File: src/rtl/ipi_dest_pkg.sv
package ipi_dest_pkg;

    localparam int ID_W    = 8;
    localparam int MODEL_W = 4;

    localparam logic [ID_W-1:0]    DEST_BCAST    = 8'hFF;
    localparam logic [MODEL_W-1:0] MODEL_FLAT    = 4'hF;
    localparam logic [MODEL_W-1:0] MODEL_CLUSTER = 4'h0;

    typedef enum logic [1:0] {
        SH_ADDRESSED = 2'd0,
        SH_SELF      = 2'd1,
        SH_ALL       = 2'd2,
        SH_OTHERS    = 2'd3
    } shorthand_e;

endpackage

File: src/rtl/ipi_agent_match.sv
// Per-agent destination comparison for both addressing modes.
module ipi_agent_match
    import ipi_dest_pkg::*;
(
    input  logic [ID_W-1:0]    dest,
    input  logic               present,
    input  logic [ID_W-1:0]    phys_id,
    input  logic [ID_W-1:0]    log_id,
    input  logic [MODEL_W-1:0] model,
    output logic               phys_hit,
    output logic               log_hit
);
    logic flat_hit;
    logic cluster_hit;

    always_comb begin
        phys_hit    = present && (phys_id == dest);
        flat_hit    = (model == MODEL_FLAT) && ((dest & log_id) != '0);
        cluster_hit = (model == MODEL_CLUSTER)
                   && (dest[7:4] == log_id[7:4])
                   && ((dest[3:0] & log_id[3:0]) != 4'h0);
        log_hit     = present && (flat_hit || cluster_hit);
    end

endmodule

File: src/rtl/ipi_first_set.sv
// Keeps only the lowest-indexed set bit of a vector.
module ipi_first_set #(
    parameter int WIDTH = 32
) (
    input  logic [WIDTH-1:0] vec_in,
    output logic [WIDTH-1:0] vec_out
);
    logic [WIDTH:0] seen;

    assign seen[0] = 1'b0;

    for (genvar i = 0; i < WIDTH; i++) begin : g_bit
        assign seen[i+1]  = seen[i] | vec_in[i];
        assign vec_out[i] = vec_in[i] & ~seen[i];
    end

endmodule

File: src/rtl/ipi_shorthand_mask.sv
// Applies the destination shorthand to the addressed mask.
module ipi_shorthand_mask
    import ipi_dest_pkg::*;
#(
    parameter int N_AGENTS = 32,
    localparam int IDX_W   = (N_AGENTS > 1) ? $clog2(N_AGENTS) : 1
) (
    input  logic [1:0]          shorthand,
    input  logic [IDX_W-1:0]    sender,
    input  logic [N_AGENTS-1:0] addressed,
    output logic [N_AGENTS-1:0] mask
);
    logic [N_AGENTS-1:0] self_vec;

    for (genvar i = 0; i < N_AGENTS; i++) begin : g_self
        assign self_vec[i] = (sender == IDX_W'(i));
    end

    always_comb begin
        unique case (shorthand_e'(shorthand))
            SH_ADDRESSED: mask = addressed;
            SH_SELF:      mask = self_vec;
            SH_ALL:       mask = '1;
            SH_OTHERS:    mask = ~self_vec;
            default:      mask = '0;
        endcase
    end

endmodule

File: src/rtl/ipi_dest_resolver.sv
module ipi_dest_resolver
    import ipi_dest_pkg::*;
#(
    parameter int N_AGENTS = 32,
    localparam int IDX_W   = (N_AGENTS > 1) ? $clog2(N_AGENTS) : 1
) (
    input  logic                        clk,
    input  logic                        rst_n,
    input  logic                        req_valid,
    input  logic [ID_W-1:0]             req_dest,
    input  logic                        req_logical,
    input  logic [1:0]                  req_shorthand,
    input  logic                        req_lowest,
    input  logic [IDX_W-1:0]            req_sender,
    input  logic [N_AGENTS-1:0]         agent_present,
    input  logic [N_AGENTS*ID_W-1:0]    agent_id,
    input  logic [N_AGENTS*ID_W-1:0]    agent_logid,
    input  logic [N_AGENTS*MODEL_W-1:0] agent_model,
    output logic                        out_valid,
    output logic [N_AGENTS-1:0]         out_mask
);
    typedef struct packed {
        logic                valid;
        logic [N_AGENTS-1:0] mask;
    } res_t;

    res_t res_d, res_q;

    logic [N_AGENTS-1:0] phys_hits;
    logic [N_AGENTS-1:0] log_hits;
    logic [N_AGENTS-1:0] phys_first;
    logic [N_AGENTS-1:0] addressed;
    logic [N_AGENTS-1:0] sh_mask;
    logic [N_AGENTS-1:0] gated;
    logic [N_AGENTS-1:0] gated_first;

    for (genvar i = 0; i < N_AGENTS; i++) begin : g_lane
        ipi_agent_match u_match (
            .dest     (req_dest),
            .present  (agent_present[i]),
            .phys_id  (agent_id[i*ID_W +: ID_W]),
            .log_id   (agent_logid[i*ID_W +: ID_W]),
            .model    (agent_model[i*MODEL_W +: MODEL_W]),
            .phys_hit (phys_hits[i]),
            .log_hit  (log_hits[i])
        );
    end

    ipi_first_set #(.WIDTH(N_AGENTS)) u_phys_first (
        .vec_in  (phys_hits),
        .vec_out (phys_first)
    );

    always_comb begin
        if (req_logical) begin
            addressed = log_hits;
        end else if (req_dest == DEST_BCAST) begin
            addressed = agent_present;
        end else begin
            addressed = phys_first;
        end
    end

    ipi_shorthand_mask #(.N_AGENTS(N_AGENTS)) u_shorthand (
        .shorthand (req_shorthand),
        .sender    (req_sender),
        .addressed (addressed),
        .mask      (sh_mask)
    );

    assign gated = sh_mask & agent_present;

    ipi_first_set #(.WIDTH(N_AGENTS)) u_low_first (
        .vec_in  (gated),
        .vec_out (gated_first)
    );

    always_comb begin
        res_d       = res_q;
        res_d.valid = req_valid;
        if (req_valid) begin
            res_d.mask = req_lowest ? gated_first : gated;
        end
    end

    always_ff @(posedge clk) begin
        if (!rst_n) begin
            res_q <= '0;
        end else begin
            res_q <= res_d;
        end
    end

    assign out_valid = res_q.valid;
    assign out_mask  = res_q.mask;

endmodule

File: config.mk
export PLATFORM = sky130hd
export DESIGN_NAME = ipi_dest_resolver
export DESIGN_NICKNAME = d
export VERILOG_FILES = /design/src/rtl/ipi_dest_pkg.sv /design/src/rtl/ipi_agent_match.sv /design/src/rtl/ipi_first_set.sv /design/src/rtl/ipi_shorthand_mask.sv /design/src/rtl/ipi_dest_resolver.sv
export SDC_FILE = /design/constraint.sdc
export NUM_CORES = 1
export LEC_CHECK = 0
export ABC_AREA = 1
export BUFFER_PORTS_ARGS = -buffer_cell sky130_fd_sc_hd__buf_2
export CAP_MARGIN = 20
export CORE_AREA = 2 2 280 282
export DETAILED_ROUTE_END_ITERATION = 6
export DIE_AREA = 0 0 282 284
export PLACE_DENSITY = 0.46
export RECOVER_POWER = 50
export SLEW_MARGIN = 20
export SYNTH_ARGS = -nofsm -noshare
export SYNTH_HDL_FRONTEND = slang
export SYNTH_SLANG_ARGS = --single-unit
File: constraint.sdc
create_clock -name clk -period 5 [get_ports clk]
set_input_delay 1 -clock clk [delete_from_list [all_inputs] [get_ports clk]]
set_output_delay 1 -clock clk [all_outputs]
set_load 0.01 [all_outputs]
Word level (Yosys, flattened, before mapping):

Index checks and enable logic that the tools add are counted.

* register bits: 33
* input port bits: 692
* output and inout port bits: 33
* word-level logic and storage cells: 677

* eq/ne operators: 131
* multiplexer cells: 4
* bitwise gates (word level): 250
* reduce and logical (&&, ||, !) cells: 290

Operators by type and width (number)
* $and A8 B8 Y8: 32
* $eq A8 B8 Y1: 32
* $reduce_bool A8 Y1: 32
* $logic_and A1 B1 Y1: 160
* $and A4 B4 Y4: 32
* $eq A4 B4 Y1: 32
* $eq A4 B4 Y1 const B: 32
* $logic_not A4 Y1: 32
* $pmux W32 S4: 1
* $reduce_bool A4 Y1: 32
* $mux W32: 3
* $eq A5 B5 Y1 const B: 16
* $and A1 B1 Y1: 62
* $not A1 Y1: 62
* $or A1 B1 Y1: 60
* $eq A5 B4 Y1 const B: 8
* $and A32 B32 Y32: 1
* $logic_or A1 B1 Y1: 32
* $not A32 Y32: 1
* $eq A5 B3 Y1 const B: 4
* $eq A5 B2 Y1 const B: 2
* $eq A8 B8 Y1 const B: 1
* $eq A5 B1 Y1 const B: 1
* $logic_not A5 Y1: 1
* other kinds (3): 4

Depth between registers and ports, before layout:

* word-level depth: 71
* gate-level depth with buffers: 35
* mapped depth without buffers: 34

Cells and area by module:

From an unflattened synthesis, not the netlist that was laid out.

* cells, all modules: 2786
* area total of the unflattened synthesis: 13878.3 um2

By module, submodules not included
* ipi_agent_match at g_lane[12].u_match ...: instances 29, cells an instance 59, area each 282.8 um2, sequential area each 0.0 um2
* ipi_dest_resolver: instances 1, cells an instance 493, area each 2675.1 um2, sequential area each 660.6 um2
* ipi_shorthand_mask: instances 1, cells an instance 248, area each 1156.1 um2, sequential area each 0.0 um2
* ipi_first_set: instances 2, cells an instance 83, area each 510.5 um2, sequential area each 0.0 um2
* ipi_agent_match at g_lane[0].u_match ...: instances 3, cells an instance 56, area each 275.3 um2, sequential area each 0.0 um2

Least setup slack after synthesis:

OpenSTA, ideal clock, no wires.

* path kind: input-to-reg
* start point: input req_dest[2]
* end point: register res_q (netlist bit out_mask[30])
* library setup time: 67 ps
* arrival time: 3931 ps
* required time: 4933 ps
* slack: 1002 ps
* cell stages on the path: 30
* path buffers: 3
* cell sequence: buf_4 -> buf_6 -> buf_2 -> a221oi_1 -> o21ai_1 -> nand3_1 -> nand2_1 -> nand2_1 -> nand2_1 -> nand2_1 -> nand3_2 -> nand2_2 -> nand3_2 -> nor2_4 -> nand3_2 -> nor2_4 -> nand3_4 -> nor2_4 -> nand3_2 -> nor2_4 -> nand3_2 -> nor2_4 -> nand3_2 -> nor2_4 -> nand3_2 -> nor2_4 -> nand3_2 -> nor2_2 -> nand2_1 -> o21ai_2

* longest elaborated chain between the ends: 40
* elaborated cells between the ends (all ways): 436
* those cells by class: eq/ne: 32; mux: 4; bitwise: 183; reduce/logical: 217

RTL lines
* start, declared: line ipi_dest_resolver.sv:10 `input logic [ID_W-1:0] req_dest,`
* $eq A8 B8 Y1 (tied with other cells): line ipi_agent_match.sv:17 `phys_hit = present && (phys_id == dest);`
* $logic_and A1 B1 Y1 (tied with other cells): line ipi_agent_match.sv:17
* $not A1 Y1 (tied with other cells): line ipi_first_set.sv:14 `assign vec_out[i] = vec_in[i] & ~seen[i];`
* $and A1 B1 Y1 (tied with other cells): line ipi_first_set.sv:14
* $mux W32 (tied with other cells): line ipi_dest_resolver.sv:57 `end else if (req_dest == DEST_BCAST) begin`
* $mux W32 (*): line ipi_dest_resolver.sv:55 `if (req_logical) begin`
* $pmux W32 S4 (*): line ipi_shorthand_mask.sv:20 `unique case (shorthand_e'(shorthand))`
* $and A32 B32 Y32 (*): line ipi_dest_resolver.sv:71 `assign gated = sh_mask & agent_present;`
* $or A1 B1 Y1 (tied with other cells) (27 in a row): line ipi_first_set.sv:13 `assign seen[i+1] = seen[i] | vec_in[i];`
* $or A1 B1 Y1 or $and A32 B32 Y32 (tied branches): line ipi_first_set.sv:13, ipi_dest_resolver.sv:71
* $or A1 B1 Y1: line ipi_first_set.sv:13
* $not A1 Y1: line ipi_first_set.sv:14
* $and A1 B1 Y1: line ipi_first_set.sv:14
* $mux W32 (*): line ipi_dest_resolver.sv:82 `res_d.mask = req_lowest ? gated_first : gated;`
* end signal, assigned: line ipi_dest_resolver.sv:90 `res_q <= res_d;`
* end, declared: line ipi_dest_resolver.sv:27 `res_t res_d, res_q;`

Every way passes the cells marked *; elsewhere a longest branch is shown, timed or not.
A chain may end at the register's enable or synchronous reset.

Worst setup path in the final report:

* start point: input req_dest[7]
* end point: register res_q (netlist bit out_mask[29])

* longest elaborated chain between the ends: 39
* elaborated cells between the ends (all ways): 422
* those cells by class: eq/ne: 61; mux: 4; bitwise: 147; reduce/logical: 210

RTL lines (line)
* $eq A8 B8 Y1 (tied with other cells): ipi_agent_match.sv:17
* $logic_and A1 B1 Y1 (tied with other cells): ipi_agent_match.sv:17
* $not A1 Y1 (tied with other cells): ipi_first_set.sv:14
* $and A1 B1 Y1 (tied with other cells): ipi_first_set.sv:14
* $mux W32 (tied with other cells): ipi_dest_resolver.sv:57
* $mux W32 (*): ipi_dest_resolver.sv:55
* $pmux W32 S4 (*): ipi_shorthand_mask.sv:20
* $and A32 B32 Y32 (*): ipi_dest_resolver.sv:71
* $or A1 B1 Y1 (tied with other cells) (26 in a row): ipi_first_set.sv:13
* $or A1 B1 Y1 or $and A32 B32 Y32 (tied branches): ipi_first_set.sv:13, ipi_dest_resolver.sv:71
* $or A1 B1 Y1: ipi_first_set.sv:13
* $not A1 Y1: ipi_first_set.sv:14
* $and A1 B1 Y1: ipi_first_set.sv:14
* $mux W32 (*): ipi_dest_resolver.sv:82

Marked as above.

==> flow_summary.ini <==
[clocking]
cts_resized = 0
numCtsBuffers = 5
cts.sink_count = 33
path_clk_slew_ns = 0.05
post_cts_buffers = 0
clkLatencyLatePin_ns = 0.28
cts_hold_buf = 0
cts_tree = done
htreeDepth = 2
cts_root_buf = clkbuf_16
cts_buffer_depth = 2

[placed_design]
placed_cell_area_um2 = 16630
gp_congestion = 0.8970
place_ws_ns = 0.08128
dp_hpwl_um = 77240
io_buffers = 724

[logic_synthesis]
synth-main-ff-cell = dfxtp_1
synth_cell_type_count = 60
async_flop_share_pct = 0
synth_cells = 1898
synth-edff-count = 0
syn-cell-area_um2 = 11250
avgSynthCellArea_um2 = 5.925
ys_warn_count = 0
ys_seq_area_share_pct = 5.874
synth_seq_cells = 33
syn_nets = 2718

[worst_setup_path]
crit_path_end = out_mask[29]
regToRegSetupSlack_ns = 4.38
critPathMaxFanout = 11
crit_slowest_cell = inv_2
startpoint = req_dest[7]
cp-end-kind = register
critPathRequiredTime_ns = 5.17
rr_endpoint = out_mask[14]
critical_path.reg2reg.startpoint = out_mask[14]
arrival_ns = 4.68
cp-start-kind = primary input
cpMostUsedCell = nor2_2
rr_worst_depth = 2
crit_type = in2reg
cpPeakStageDelay_ns = 0.26

[global_route]
grt_overflow = 0
grt_pass1_wl_um = 115200
grt_pass1_vias = 16480
grt_max_degree = 35
grt_use_total_pct = 20.44
antenna_found_initial = 44

[sta]
fin_tns_setup_ns = 0
slew_headroom_pct = 33.68
finClkSkew_ns = 0
period_needed_ns = 4.512
slew_violations = 0
setup_violations = 0
hold_viol = 0
rsz0062_at_grt = no
period_share_pct = 90.25
max_freq_ghz = 0.2216
worstMarginPinSlew_ns = 0.9856
timing.final.ws_setup_ns = 0.4877

[pwr]
power_frac_seq_pct = 15.0
power.density_nw_per_um2 = 107.8
leakagePower_nw = 8.674
combinationalPowerShare_pct = 67.0
irDropWorstVdd_uv = 115.2
p_sw_share_pct = 45.93
switchingPower_uw = 833.0
p_clk_share_pct = 18.1
internal-power_uw = 980.7

[final_layout]
areaGrowthSynthToFinish_pct = 49.60
layout_commonest_cell = buf_2
nets = 3461
drive_gt1_share_pct = 33.08
design_area_um2 = 16820
final_cell_mix = buf_2, nand2_1, inv_1

[routing]
first_iter_violations = 825
ant_nets = 0
routedWlPerCell_um = 23.24
firstDrtPassIters = 5
viasPerCell = 4.444
drt-total-wl_um = 86140
drc_errors = 0
vias = 16470

[run]
drv_cap = 0

[die]
fp.dieW_um = 282
placementRows = 102
fp.coreArea_um2 = 76960
die_h_um = 284
start_util_pct = 14.61
ioPinCount = 725
dieArea_um2 = 80090

[worst_hold_path]
hold_path.class = reg2reg

[run_status]
status = finished clean
==> cell type report <==
class                      count  area [um2]
fill                        9086       60130
multi-input combinational   1504        9146
timing repair buffer         824        4471
tap                         1040        1301
inverter                     273        1027
sequential                    33       660.6
clock buffer                   7       152.6
antenna                       24       60.06
clock inverter                 1       5.005
==> stage by stage <==
step                      power, mW  std cells  hold WS, ns  util (%)
after floorplan              0.8279       1898       0.4761         -
after global placement        1.504       3673       0.4401     21.60
after detailed placement      1.508       3673       0.4398     21.61
after CTS                     1.844       3681       0.4524     21.81
after global routing          1.975       3702       0.4839     21.85
final                         1.814       3706       0.4528     21.86
==> power by group through the flow <==
stage / clock, mW / combinational (mW) / sequential [mW]
4_1_cts: 0.336 / 1.24 / 0.271
6_report: 0.328 / 1.21 / 0.271
3_5_place_dp: 0 / 1.23 / 0.277
2_1_floorplan: 0 / 0.549 / 0.279
3_3_place_gp: 0 / 1.23 / 0.277
5_1_grt: 0.351 / 1.35 / 0.272
==> metal layers <==
metal	vias up	global-route usage [%]	wire (um)
li1	8100	-	-
met1	7554	21.71	31970
met2	684	39.71	45580
met3	121	3.112	5302
met4	10	7.739	3224
met5	-	0	65
==> synth_stat cells (all sizes together) (3+ instances only) <==
library cell  count  area share, %
nand2           453             15
inv             271            9.1
nor2            148            5.9
o21ai           136            6.1
ha              128             14
nand3           104            5.4
nor4             82            4.6
nand4            71            4.1
a21oi            58            2.6
xor2             54            4.2
buf              44            2.4
clkbuf           44            1.5
xnor2            38            3.0
dfxtp            33            5.9
o22ai            31            1.7
a221oi           26            2.0
a2111oi          21            1.6
nor3             19           0.89
a22o             15            1.2
o41ai            15            1.2
or4              14           0.93
o221ai           13            1.0
or2              11           0.61
o31ai            10           0.67
o2111ai           9           0.70
a211oi            7           0.47
o211ai            7           0.47
a211o             6           0.47
and3              6           0.33
nor3b             5           0.33
nand3b            3           0.20
o21bai            3           0.20
==> worst min-delay path by stage <==
stage | startpoint | endpoint | slack, ns | depth (start not counted)
after floorplan | out_mask[11] | out_mask[11] | 0.48 | 2
after global placement | out_mask[5] | out_mask[5] | 0.44 | 2
after detailed placement | out_mask[26] | out_mask[26] | 0.44 | 2
after CTS | out_mask[20] | out_mask[20] | 0.45 | 2
after global routing | out_mask[26] | out_mask[26] | 0.48 | 2
final | out_mask[20] | out_mask[20] | 0.45 | 2
==> registers in the layout (all words and copies together), names as in the netlist <==
name       count
out_mask      32
out_valid      1
==> worst max-delay path: cells and delay by family <==
kind | cells | cell delay (ns)
buffers and inverters | 3 | 0.50
AND/OR/NAND/NOR | 27 | 3.05
AO/OA/AOI/OAI | 1 | 0.11
==> logic make-up (layout without fill, tap and decap cells) <==
group | count (synthesis) | in the layout | synth area share [%]
AND/OR/NAND/NOR | 921 | 921 | 38.80
AO/OA/AOI/OAI | 363 | 363 | 20.89
buffers and inverters | 361 | 1105 | 13.03
adder cells (fa/ha/maj) | 128 | 128 | 14.24
XOR/XNOR | 92 | 92 | 7.165
flip-flops | 33 | 33 | 5.874
other | 0 | 24 | 0
Power figures use the tool's default switching activity.
